File: src/rtl/kwdt_pkg.sv
package kwdt_pkg;
    localparam int CNT_W = 8;
    localparam int PS_W  = 14;
    localparam int BUS_W = 16;

    localparam logic [2:0] OFS_CTL = 3'd0;
    localparam logic [2:0] OFS_CNT = 3'd2;
    localparam logic [2:0] OFS_RST = 3'd4;

    localparam logic [7:0]  KEY_CTL   = 8'hA5;
    localparam logic [7:0]  KEY_CNT   = 8'h5A;
    localparam logic [7:0]  KEY_RST   = 8'h5A;
    localparam logic [15:0] CLR_WORD  = 16'hA500;

    typedef struct packed {
        logic       mode;
        logic       run;
        logic [2:0] sel;
    } ctl_t;

    // last prescale phase for each select value (divisor minus one)
    function automatic logic [PS_W-1:0] sel_limit(input logic [2:0] sel);
        logic [PS_W-1:0] lim;
        case (sel)
            3'd0:    lim = PS_W'(0);
            3'd1:    lim = PS_W'(63);
            3'd2:    lim = PS_W'(127);
            3'd3:    lim = PS_W'(255);
            3'd4:    lim = PS_W'(511);
            3'd5:    lim = PS_W'(1023);
            3'd6:    lim = PS_W'(4095);
            default: lim = PS_W'(16383);
        endcase
        return lim;
    endfunction
endpackage

File: src/rtl/kwdt_regs.sv
module kwdt_regs
    import kwdt_pkg::*;
(
    input  logic              clk,
    input  logic              rst_n,
    input  logic [2:0]        addr_i,
    input  logic [BUS_W-1:0]  wdata_i,
    input  logic              we_i,
    input  logic              re_i,
    input  logic [CNT_W-1:0]  cnt_i,
    input  logic              ovf_i,
    output ctl_t              ctl_o,
    output logic              rste_o,
    output logic              ld_o,
    output logic [CNT_W-1:0]  ld_val_o,
    output logic              clr_o,
    output logic              rd_flag_o,
    output logic [BUS_W-1:0]  rdata_o
);
    typedef struct packed {
        ctl_t ctl;
        logic rste;
    } regs_s;

    regs_s s_d, s_q;

    logic hit_ctl, hit_cnt, hit_rst;

    always_comb begin
        s_d     = s_q;
        hit_ctl = we_i && addr_i == OFS_CTL && wdata_i[15:8] == KEY_CTL;
        hit_cnt = we_i && addr_i == OFS_CNT && wdata_i[15:8] == KEY_CNT;
        hit_rst = we_i && addr_i == OFS_RST && wdata_i[15:8] == KEY_RST;
        if (hit_ctl) begin
            s_d.ctl.mode = wdata_i[6];
            s_d.ctl.run  = wdata_i[5];
            s_d.ctl.sel  = wdata_i[2:0];
        end
        if (hit_rst) s_d.rste = wdata_i[6];
        ld_o      = hit_cnt;
        ld_val_o  = wdata_i[CNT_W-1:0];
        clr_o     = we_i && addr_i == OFS_RST && wdata_i == CLR_WORD;
        rd_flag_o = re_i && addr_i == OFS_RST;
        case (addr_i)
            OFS_CTL: rdata_o = {8'h00, 1'b0, s_q.ctl.mode, s_q.ctl.run, 2'b00, s_q.ctl.sel};
            OFS_CNT: rdata_o = {8'h00, cnt_i};
            OFS_RST: rdata_o = {8'h00, ovf_i, s_q.rste, 6'b000000};
            default: rdata_o = '0;
        endcase
    end

    always_ff @(posedge clk or negedge rst_n) begin
        if (!rst_n) s_q <= '0;
        else        s_q <= s_d;
    end

    assign ctl_o  = s_q.ctl;
    assign rste_o = s_q.rste;


    ctl_key_chk: assert property (@(posedge clk) disable iff (!rst_n)
        (we_i && wdata_i[15:8] != KEY_CTL) |=> $stable(s_q.ctl));
endmodule

File: src/rtl/kwdt_prescale.sv
module kwdt_prescale
    import kwdt_pkg::*;
(
    input  logic       clk,
    input  logic       rst_n,
    input  logic       run_i,
    input  logic [2:0] sel_i,
    output logic       tick_o
);
    typedef struct packed {
        logic [PS_W-1:0] phase;
    } ps_s;

    ps_s s_d, s_q;
    logic [PS_W-1:0] lim;

    always_comb begin
        s_d    = s_q;
        lim    = sel_limit(sel_i);
        tick_o = run_i && (s_q.phase >= lim);
        if (!run_i)      s_d.phase = '0;
        else if (tick_o) s_d.phase = '0;
        else             s_d.phase = s_q.phase + 1'b1;
    end

    always_ff @(posedge clk or negedge rst_n) begin
        if (!rst_n) s_q <= '0;
        else        s_q <= s_d;
    end


    tick_spacing_chk: assert property (@(posedge clk) disable iff (!rst_n)
        (tick_o && sel_i != 3'd0) |=> (!tick_o || sel_i == 3'd0));
endmodule

File: src/rtl/kwdt_core.sv
module kwdt_core
    import kwdt_pkg::*;
#(
    parameter int PULSE_LEN = 32
) (
    input  logic             clk,
    input  logic             rst_n,
    input  logic             mode_i,
    input  logic             run_i,
    input  logic             rste_i,
    input  logic             tick_i,
    input  logic             ld_i,
    input  logic [CNT_W-1:0] ld_val_i,
    input  logic             clr_i,
    input  logic             rd_flag_i,
    output logic [CNT_W-1:0] cnt_o,
    output logic             ovf_o,
    output logic             rst_o
);
    localparam int PL_W = $clog2(PULSE_LEN + 1);
    localparam logic [CNT_W-1:0] CNT_MAX = '1;

    typedef struct packed {
        logic [CNT_W-1:0] cnt;
        logic             ovf;
        logic             armed;
        logic [PL_W-1:0]  pulse;
    } core_s;

    core_s s_d, s_q;
    logic  wrap;

    always_comb begin
        s_d  = s_q;
        wrap = run_i && tick_i && !ld_i && s_q.cnt == CNT_MAX;
        if (ld_i)                 s_d.cnt = ld_val_i;
        else if (run_i && tick_i) s_d.cnt = s_q.cnt + 1'b1;

        if (wrap && mode_i) begin
            s_d.ovf   = 1'b1;
            s_d.armed = 1'b0;
        end else if (clr_i && s_q.armed) begin
            s_d.ovf   = 1'b0;
            s_d.armed = 1'b0;
        end else if (rd_flag_i && s_q.ovf) begin
            s_d.armed = 1'b1;
        end

        if (wrap && mode_i && rste_i) s_d.pulse = PL_W'(PULSE_LEN);
        else if (s_q.pulse != '0)     s_d.pulse = s_q.pulse - 1'b1;
    end

    always_ff @(posedge clk or negedge rst_n) begin
        if (!rst_n) s_q <= '0;
        else        s_q <= s_d;
    end

    assign cnt_o = s_q.cnt;
    assign ovf_o = s_q.ovf;
    assign rst_o = s_q.pulse != '0;


    cnt_hold_chk: assert property (@(posedge clk) disable iff (!rst_n)
        (!ld_i && !(run_i && tick_i)) |=> $stable(s_q.cnt));

    flag_mode_chk: assert property (@(posedge clk) disable iff (!rst_n)
        $rose(s_q.ovf) |-> $past(mode_i));

    pulse_enable_chk: assert property (@(posedge clk) disable iff (!rst_n)
        $rose(rst_o) |-> $past(rste_i));

    clear_after_read_chk: assert property (@(posedge clk) disable iff (!rst_n)
        $fell(s_q.ovf) |-> $past(s_q.armed));
endmodule

File: src/rtl/kwdt_top.sv
module kwdt_top
    import kwdt_pkg::*;
#(
    parameter int PULSE_LEN = 32
) (
    input  logic        clk,
    input  logic        rst_n,
    input  logic [2:0]  bus_addr,
    input  logic [15:0] bus_wdata,
    input  logic        bus_we,
    input  logic        bus_re,
    output logic [15:0] bus_rdata,
    output logic        wdt_rst_out
);
    ctl_t             ctl;
    logic             rste, ld, clr, rd_flag, tick, ovf;
    logic [CNT_W-1:0] ld_val, cnt;

    kwdt_regs u_regs (
        .clk(clk), .rst_n(rst_n), .addr_i(bus_addr), .wdata_i(bus_wdata),
        .we_i(bus_we), .re_i(bus_re), .cnt_i(cnt), .ovf_i(ovf),
        .ctl_o(ctl), .rste_o(rste), .ld_o(ld), .ld_val_o(ld_val),
        .clr_o(clr), .rd_flag_o(rd_flag), .rdata_o(bus_rdata)
    );

    kwdt_prescale u_ps (
        .clk(clk), .rst_n(rst_n), .run_i(ctl.run), .sel_i(ctl.sel), .tick_o(tick)
    );

    kwdt_core #(.PULSE_LEN(PULSE_LEN)) u_core (
        .clk(clk), .rst_n(rst_n), .mode_i(ctl.mode), .run_i(ctl.run),
        .rste_i(rste), .tick_i(tick), .ld_i(ld), .ld_val_i(ld_val),
        .clr_i(clr), .rd_flag_i(rd_flag), .cnt_o(cnt), .ovf_o(ovf),
        .rst_o(wdt_rst_out)
    );
endmodule

File: config.mk
export PLATFORM = sky130hd
export DESIGN_NAME = kwdt_top
export DESIGN_NICKNAME = d
export VERILOG_FILES = /design/src/rtl/kwdt_pkg.sv /design/src/rtl/kwdt_regs.sv /design/src/rtl/kwdt_prescale.sv /design/src/rtl/kwdt_core.sv /design/src/rtl/kwdt_top.sv
export SDC_FILE = /design/constraint.sdc
export NUM_CORES = 1
export LEC_CHECK = 0
export BUFFER_PORTS_ARGS = -buffer_cell sky130_fd_sc_hd__buf_2
export CORE_MARGIN = 2
export CORE_UTILIZATION = 40
export CTS_BUF_LIST = sky130_fd_sc_hd__clkbuf_4 sky130_fd_sc_hd__clkbuf_8 sky130_fd_sc_hd__clkbuf_16
export DETAILED_ROUTE_END_ITERATION = 6
export PLACE_DENSITY_LB_ADDON = 0.15
export SYNTH_ARGS = -nofsm -noshare
export SYNTH_HDL_FRONTEND = slang
export SYNTH_HIERARCHICAL = 1
export SYNTH_SLANG_ARGS = --single-unit
export TNS_END_PERCENT = 30
File: constraint.sdc
create_clock -name clk -period 8.02 [get_ports clk]
set_clock_uncertainty 0.1 [all_clocks]
set_input_delay 0.401 -clock clk [delete_from_list [all_inputs] [get_ports clk]]
set_output_delay 0.401 -clock clk [all_outputs]
set_load 0.02 [all_outputs]
[Yosys cells after proc, flatten, opt, wreduce, memory -nomap -nowiden]
Cells that the tools add are included.
Cells by class
  muxes and demuxes: 12
  reductions and logical operators: 24
  equality and inequality tests: 12
  add/sub/neg operators: 3
  order comparisons: 1
Operators with widths (count)
  14-bit case mux with 7 select lines: 1
  14-bit 2-to-1 mux: 2
  8-bit case mux with 3 select lines: 1
  16-bit equality test (second input constant): 1
  8-bit equality test (second input constant): 2
  1-bit logical AND: 16
  8-bit 2-to-1 mux: 2
  14-bit by 1-bit adder with 14-bit output (second input constant): 1
  14-bit greater-or-equal comparator: 1
  3-bit equality test (second input constant): 4
  6-bit 2-to-1 mux: 2
  3-bit by 2-bit equality test with 1-bit output (second input constant): 3
  8-bit by 1-bit adder with 8-bit output (second input constant): 1
  8-bit by 7-bit equality test with 1-bit output (second input constant): 1
  3-bit zero test: 2
  2-bit nonzero test: 3
  6-bit nonzero test: 1
  6-bit by 1-bit subtractor with 6-bit output (second input constant): 1
  3-bit by 1-bit equality test with 1-bit output (second input constant): 1
  1-bit 2-to-1 mux: 3
  3-bit nonzero test: 1
  2-bit 2-to-1 mux: 1
  1-bit zero test: 1
Word-level totals
  register bits: 36
  output and inout port bits: 17
  logic and storage cells: 61

[Longest topological paths before layout]
Gate-level depths: netlist (run 1).
  depth in word-level cells: 10
  gate-level depth with buffers: 10

[Modules after synthesis]
The synthesis (run 1) kept the hierarchy.
By module, submodules not included
  kwdt_prescale: times used 1, area each 1008.5 µm², cells each 103
  kwdt_core: times used 1, area each 945.9 µm², cells each 102
  kwdt_regs: times used 1, area each 629.4 µm², cells each 67

[Worst setup path after synthesis (run 1)]
No wires, ideal clock.
  path type: register to register
  start point: reg u_regs.s_q, in the netlist u_regs/ctl_o[2]
  end point: reg u_core/s_q[0] (netlist bit)
  cell stages (with the launch flop): 11
  data required time: 7.774 ns
  buffers on the path: 0
  setup time: 0.146 ns
  setup slack: 5.172 ns
  clock period less this slack: 2.848 ns
  arrival: 2.602 ns
  cells stage by stage: dfrtp_1 > or3_1 > inv_1 > ha_1 > o211ai_1 > o31ai_1 > a21oi_1 > nor2_1 > nand3_1 > nor4_2 > nor3_1
Between the ends
  longest elaborated chain between the ends: 10
  elaborated cells between the ends (all ways): 17
  those cells by class: order compare (1); eq/ne (6); mux (2); reduce/logical (8)
Ends and longest elaborated chain
  start: declaration: line kwdt_regs.sv:25  | regs_s s_d, s_q;
  start signal: assignment: line kwdt_regs.sv:53  | if (!rst_n) s_q <= '0;
  start signal: assignment: line kwdt_regs.sv:54  | else s_q <= s_d;
  3-bit equality test (tied with other cells): line kwdt_pkg.sv:24  | case (sel)
  14-bit case mux with 7 select lines *: line kwdt_pkg.sv:24
  14-bit greater-or-equal comparator *: line kwdt_prescale.sv:20  | tick_o = run_i && (s_q.phase >= lim);
  1-bit logical AND *: line kwdt_prescale.sv:20
  net tick: line kwdt_top.sv:16  | logic rste, ld, clr, rd_flag, tick, ovf;
  1-bit logical AND * (3 in series): line kwdt_core.sv:35  | wrap = run_i && tick_i && !ld_i && s_q.cnt == CNT_MAX;
  1-bit logical AND * (2 in series): line kwdt_core.sv:49  | if (wrap && mode_i && rste_i) s_d.pulse = PL_W'(PULSE_LEN);
  6-bit 2-to-1 mux or 2-bit nonzero test (tied branches)
  end signal: assignment: line kwdt_core.sv:54  | if (!rst_n) s_q <= '0;
  end signal: assignment: line kwdt_core.sv:55  | else s_q <= s_d;
  end: declaration: line kwdt_core.sv:30  | core_s s_d, s_q;
Mark *: on every way through the listed nets, which the timed path passes. The rest lies on a longest branch.
A chain may end at the register's enable or synchronous reset.

[Worst setup path after layout (run 1)]
Ends and elaborated chain as after synthesis.

==> results of run 1 <==
kinds of logic (layout without fill, tap and decap cells):
group / after synthesis / in the layout / share of synthesized area, %
adder cells (fa/ha/maj): 18 / 18 / 8.72
AO/OA/AOI/OAI: 36 / 36 / 9.98
flip-flops: 36 / 36 / 34.9
buffers and inverters: 41 / 50 / 10.1
AND/OR/NAND/NOR: 113 / 113 / 26.1
other: 1 / 8 / 0.145
multiplexers: 13 / 13 / 5.38
XOR/XNOR: 14 / 14 / 4.75
worst max-delay path, delay by kind of cell (launching register included):
kind            cells  cell delay [ns]
flops               1             0.46
buf+inv             1             0.17
fa+ha+maj           1             0.27
compound gates      3             0.60
simple gates        5             1.66
layout by cell type, fill, tap and decap left out, types with 7 or more instances in the layout:
cell type,count
nand2_1,21
o21ai_0,7
inv_1,11
nand3_1,14
dfrtp_1,36
xor2_1,9
buf_2,31
mux2_2,7
conb_1,8
nor2_1,15
nor3_1,12
a21oi_1,11
nor2_2,7
ha_1,18
path summary, 6_finish.rpt:
kind                            startpoint               to  slack (ns)
min                                  rst_n      u_ps/s_q[6]        0.10
max reg2reg                u_regs/ctl_o[2]    u_core/s_q[0]        4.61
min reg2reg                   u_core/ovf_o     u_core/ovf_o        0.41
max in group asynchronous            rst_n    u_core/s_q[1]        7.21
max                        u_regs/ctl_o[2]    u_core/s_q[0]        4.61
min in group clk              bus_wdata[2]  u_core/cnt_o[2]        0.27
routing by layer:
metal  track usage [%]  routed length, µm  up-vias
li1                  -                  -      979
met1              22.4               2520      938
met2              25.5               2530       42
met3              3.15                236        6
met4              3.90                 59        0
met5                 0                  0        -
final cells by class:
cell class | instances | area (µm²) | share of cell area, %
clock buffer | 5 | 68.8 | 2.46
clock inverter | 3 | 90.1 | 3.22
inverter | 11 | 41.3 | 1.47
multi-input combinational | 202 | 1450 | 51.7
sequential | 36 | 901 | 32.2
tap | 77 | 96.3 | 3.44
timing repair buffer | 31 | 155 | 5.54
stage by stage:
stage | utilization, % | hold slack [ns] | cell area [µm²] | total power [mW] | cells
2_1_floorplan | - | 0.00541 | 2610 | 0.211 | 279
3_3_place_gp | 41.8 | 0.393 | 2640 | 0.219 | 357
3_5_place_dp | 41.8 | 0.396 | 2640 | 0.219 | 357
4_1_cts | 44.4 | 0.128 | 2800 | 0.445 | 365
5_1_grt | 44.4 | 0.164 | 2800 | 0.457 | 365
6_report | 44.4 | 0.102 | 2800 | 0.439 | 365
flip-flops by register name, indices dropped and copies added, names as in the netlist:
| name | flops |
|---|---|
| u_ps/s_q | 14 |
| u_core/cnt_o | 8 |
| u_core/s_q | 7 |
| u_regs/ctl_o | 5 |
| u_core/ovf_o | 1 |
| u_regs/rste_o | 1 |
where the power goes:
| group | internal (mW) | switching (mW) | total (mW) | leakage [nW] |
|---|---|---|---|---|
| Combinational | 0.0112 | 0.0208 | 0.0320 | 0.748 |
| Clock | 0.156 | 0.0684 | 0.224 | 0.0784 |
| Sequential | 0.182 | 0.00121 | 0.183 | 0.462 |
| Total | 0.349 | 0.0904 | 0.439 | 1.29 |
==> results.yml, run 1 <==
worst_setup_path:
  crit_path_start_kind: "flip-flop"
  cp_cell_sequence: "or3_1, inv_1, ha_1, o211ai_1, o31ai_1, a21oi_1, nor2_1, nand3_1, nor4_2, nor3_1"
  worstSetupPathType: "flip-flop to flip-flop"
  cpPeakStageDelay_ns: 0.65
  path_max_fanout: 9
  crit_path_end_kind: "flip-flop"
  crit_required_ns: 8.06
  r2r_cells: 10
  cp.arrival_ns: 3.45
  slowest_stage: "nor4_2"
yosys:
  syn_area_per_cell_um2: 9.50
  yosysMostFrequentCell: "dfrtp_1"
  syn-cell-area_um2: 2580
  synthCells: 272
  ys_seq_elements: 36
  synth_flop_cell: "dfrtp_1"
  synth_edf_count: 0
  synth_area_leaders: "dfrtp_1 35%, ha_1 8.7%, buf_4 7.0%, mux2_2 3.1%, nand2_1 3.1%"
  ys_async_sr_fraction_pct: 100
  synthTopCellsByCount: "36 x dfrtp_1, 24 x buf_4, 21 x nand2_1"
  seq_area_frac_synth_pct: 34.9
  yosys.area.top_type: "dfrtp_1"
  ys_types: 52
  yosys_warnings: 6
  synth_top_area_share_pct: 34.9
clock_network:
  holdBufCountCts: 0
  htree_levels: 2
  cts_sinks: 36
  cts_buffers: 5
  cts_tree: "built"
  clock_path_buffers: 2
  path_clk_slew_ns: 0.08
  cts_resized: 0
  cts_root_buffer: "clkbuf_8"
  post_cts_buffers: 0
  insertion_delay_ns: 0.28
global_routing:
  grt_pass1_vias: 1889
  grt_pass1_wl_mm: 9.22
  grt_overflow: 0
  antenna_found_initial: 0
  grt.total_usage_pct: 16.0
  grt_max_degree: 37
power_and_ir_drop:
  peakVddDrop_uv: 78.3
  p_per_area_nw_per_um2: 157
  p_leak_nw: 1.29
timing:
  setup_slack_ns: 4.61
  timing.slew.headroom_pct: 46.4
  rsz0062_at_grt: "false"
  final_max_slew_viol_count: 0
  worst_slew_pin_slew_ns: 0.804
  max_freq_mhz: 293
  final-setup-viol-count: 0
  period_minus_slack_ns: 3.41
  setup_tns_ns: 0
  final_hold_viol_count: 0
  fin_crit_sh_pct: 42.5
floorplanning:
  io_pins: 40
  start_util_pct: 40.9
  die_x_um: 84.4
  row_count: 29
  die-area_um2: 7120
  core_um2: 6310
  dieHeight_um: 84.4
route:
  drtIter0Drc: 80
  antenna_left: 0
  wl_per_cell_um: 14.6
  postRouteWirelength_mm: 5.34
  viasPerCell: 5.38
  firstDrtPassIters: 4
  drc: 0
  vias: 1965
placed_design:
  place.gp.congestion: 0.773
  dp_slack_ns: 4.65
  portBuffers: 31
  hpwl_mm: 4.02
run_status:
  outcome: "complete, no violations"
cells_and_area:
  area_delta_synth_final_pct: 8.38
  fillers: 636
  drive_gt1_share_pct: 21.9
  diodes: 0
  nNetsFinal: 328
run:
  cap_viol_max_count: 0
worst_hold_path:
  hp-class: "primary input to asynchronous set/reset pin"
(Power assumes the default switching activity.)
==> inputs of run 2 (changes only) <==
==> constraint.sdc (replaced) <==
create_clock -name clk -period 3.52 [get_ports clk]
set_clock_uncertainty 0.1 [all_clocks]
set_input_delay 0.176 -clock clk [delete_from_list [all_inputs] [get_ports clk]]
set_output_delay 0.176 -clock clk [all_outputs]
set_load 0.02 [all_outputs]
==> results.yml, run 2 (synthesized netlist as in run 1, its figures left out) <==
cells_and_area:
  final_area_um2: 2740
  area_delta_synth_final_pct: 6.05
  largest_reg_flops: 14
  nNetsFinal: 330
  drive_gt1_share_pct: 21.8
  fin_cells: 366
  final_common_cell: "dfrtp_1"
  final_cell_mix: "36 x dfrtp_1, 31 x buf_2, 21 x nand2_1"
  diodes: 0
  top_register: "u_ps/s_q"
  fillers: 640
timing:
  timing.slew.headroom_pct: 44.6
  rsz0062_at_grt: "false"
  final_max_slew_viol_count: 0
  fin_crit_sh_pct: 89.8
  max_freq_mhz: 316
  final-setup-viol-count: 0
  worst_slew_pin_slew_ns: 0.831
  period_minus_slack_ns: 3.16
  setup_tns_ns: 0
  setup_slack_ns: 0.359
  final_hold_viol_count: 0
worst_setup_path:
  r2r_end: "u_core/cnt_o[7]"
  path_max_fanout: 9
  reg2reg_slack_ns: 0.36
  r2r_cells: 10
  crit_required_ns: 3.63
  cp.arrival_ns: 3.27
  crit-reg2reg-launch: "u_regs/ctl_o[2]"
  worstSetupPathType: "flip-flop to flip-flop"
  crit_path_start_kind: "flip-flop"
  crit_path_end_kind: "flip-flop"
floorplanning:
  die-area_um2: 7120
  io_pins: 40
  start_util_pct: 40.9
  row_count: 29
  core_um2: 6310
  dieHeight_um: 84.4
  die_x_um: 84.4
route:
  firstDrtPassIters: 4
  viasPerCell: 5.39
  postRouteWirelength_mm: 5.25
  drc: 0
  vias: 1971
  drtIter0Drc: 88
  antenna_left: 0
  wl_per_cell_um: 14.3
global_routing:
  grt_overflow: 0
  antenna_found_initial: 0
  grt_max_degree: 37
  grt_pass1_wl_mm: 8.89
  grt_pass1_vias: 1836
  grt.total_usage_pct: 15.4
power_and_ir_drop:
  p_per_area_nw_per_um2: 284
  p_int_mw: 0.584
  net-switching-power_mw: 0.193
  comb_power_share_pct: 9.5
  peakVddDrop_uv: 171
  p_leak_nw: 1.26
  clock_power_share_pct: 36.7
  power_mw: 0.777
  swShare_pct: 24.9
  p_seq_share_pct: 53.8
placed_design:
  dp_slack_ns: 0.390
  placed_area_um2: 2650
  placedCellCount: 358
  place.gp.congestion: 0.813
  portBuffers: 31
  hpwl_mm: 3.99
run:
  cap_viol_max_count: 0
clock_network:
  cts_sinks: 36
  cts_tree: "built"
  cts_root_buffer: "clkbuf_8"
  insertion_delay_ns: 0.28
  clock_path_buffers: 2
  htree_levels: 2
  path_clk_slew_ns: 0.07
  cts_resized: 0
  cts_buffers: 5
worst_hold_path:
  hold_start: "bus_wdata[3]"
  min_path_cells: 3
  hold_end: "u_core/cnt_o[3]"
  hp-class: "primary input to flip-flop"
run_status:
  outcome: "complete, no violations"
## run 2: power by group through the flow
| stage | registers, mW | logic [mW] | clock network (mW) |
|---|---|---|---|
| final | 0.418 | 0.0737 | 0.285 |
| after global routing | 0.418 | 0.0818 | 0.315 |
| after floorplan | 0.425 | 0.0563 | 0 |
| after CTS | 0.418 | 0.0748 | 0.296 |
| after global placement | 0.426 | 0.0726 | 0 |
| after detailed placement | 0.426 | 0.0736 | 0 |
## run 2: what timing repair did
| action | 4_1_cts | 5_1_grt |
|---|---|---|
| endpoints found under the hold margin | 36 | 0 |
| hold buffers | 1 | 0 |
| buffers inserted | 0 | 0 |
## run 2: worst max path at each step
stage	cells past startpoint	slack (ns)	to	from
6_report	10	0.36	u_core/cnt_o[7]	u_regs/ctl_o[2]
5_1_grt	10	0.09	u_core/cnt_o[7]	u_regs/ctl_o[2]
4_1_cts	10	0.36	u_core/cnt_o[7]	u_regs/ctl_o[2]
3_5_place_dp	10	0.39	u_core/cnt_o[7]	u_regs/ctl_o[2]
3_3_place_gp	11	0.51	u_core/s_q[0]	u_regs/ctl_o[2]
2_1_floorplan	10	0.67	u_core/s_q[0]	u_regs/ctl_o[2]
## run 2: per-stage QoR
step	util, %	hold WS (ns)
after floorplan	-	-0.220
after detailed placement	42.0	0.228
after global routing	43.4	0.0363
final	43.4	0.0264
after CTS	43.4	0.0231
after global placement	42.0	0.226
## run 2: worst max-delay path, cell delays in order (launching register included)
cell and delay, ns:
dfrtp_1 0.46, or3_1 0.42, inv_1 0.16, ha_1 0.28, o211ai_1 0.13, o31ai_1 0.32
a21oi_1 0.13, nor2_1 0.18, nand4_1 0.22, or4_1 0.51, a31oi_1 0.17
## run 2: layer usage
| layer | vias to the layer above | global-route usage (%) | routed length [µm] |
|---|---|---|---|
| li1 | 974 | - | - |
| met5 | - | 0 | 0 |
| met3 | 5 | 3.05 | 226 |
| met1 | 950 | 22.3 | 2640 |
| met4 | 0 | 3.90 | 47 |
| met2 | 42 | 23.9 | 2340 |
## run 2: layout make-up
type	count	area, µm²	share of cell area [%]
well taps	77	96.3	3.52
clock buffers	6	76.3	2.79
clock inverters	1	5.00	0.183
flip-flops and latches	36	901	32.9
repair buffers	33	173	6.30
inverters	11	41.3	1.51
multi-input cells	202	1450	52.8
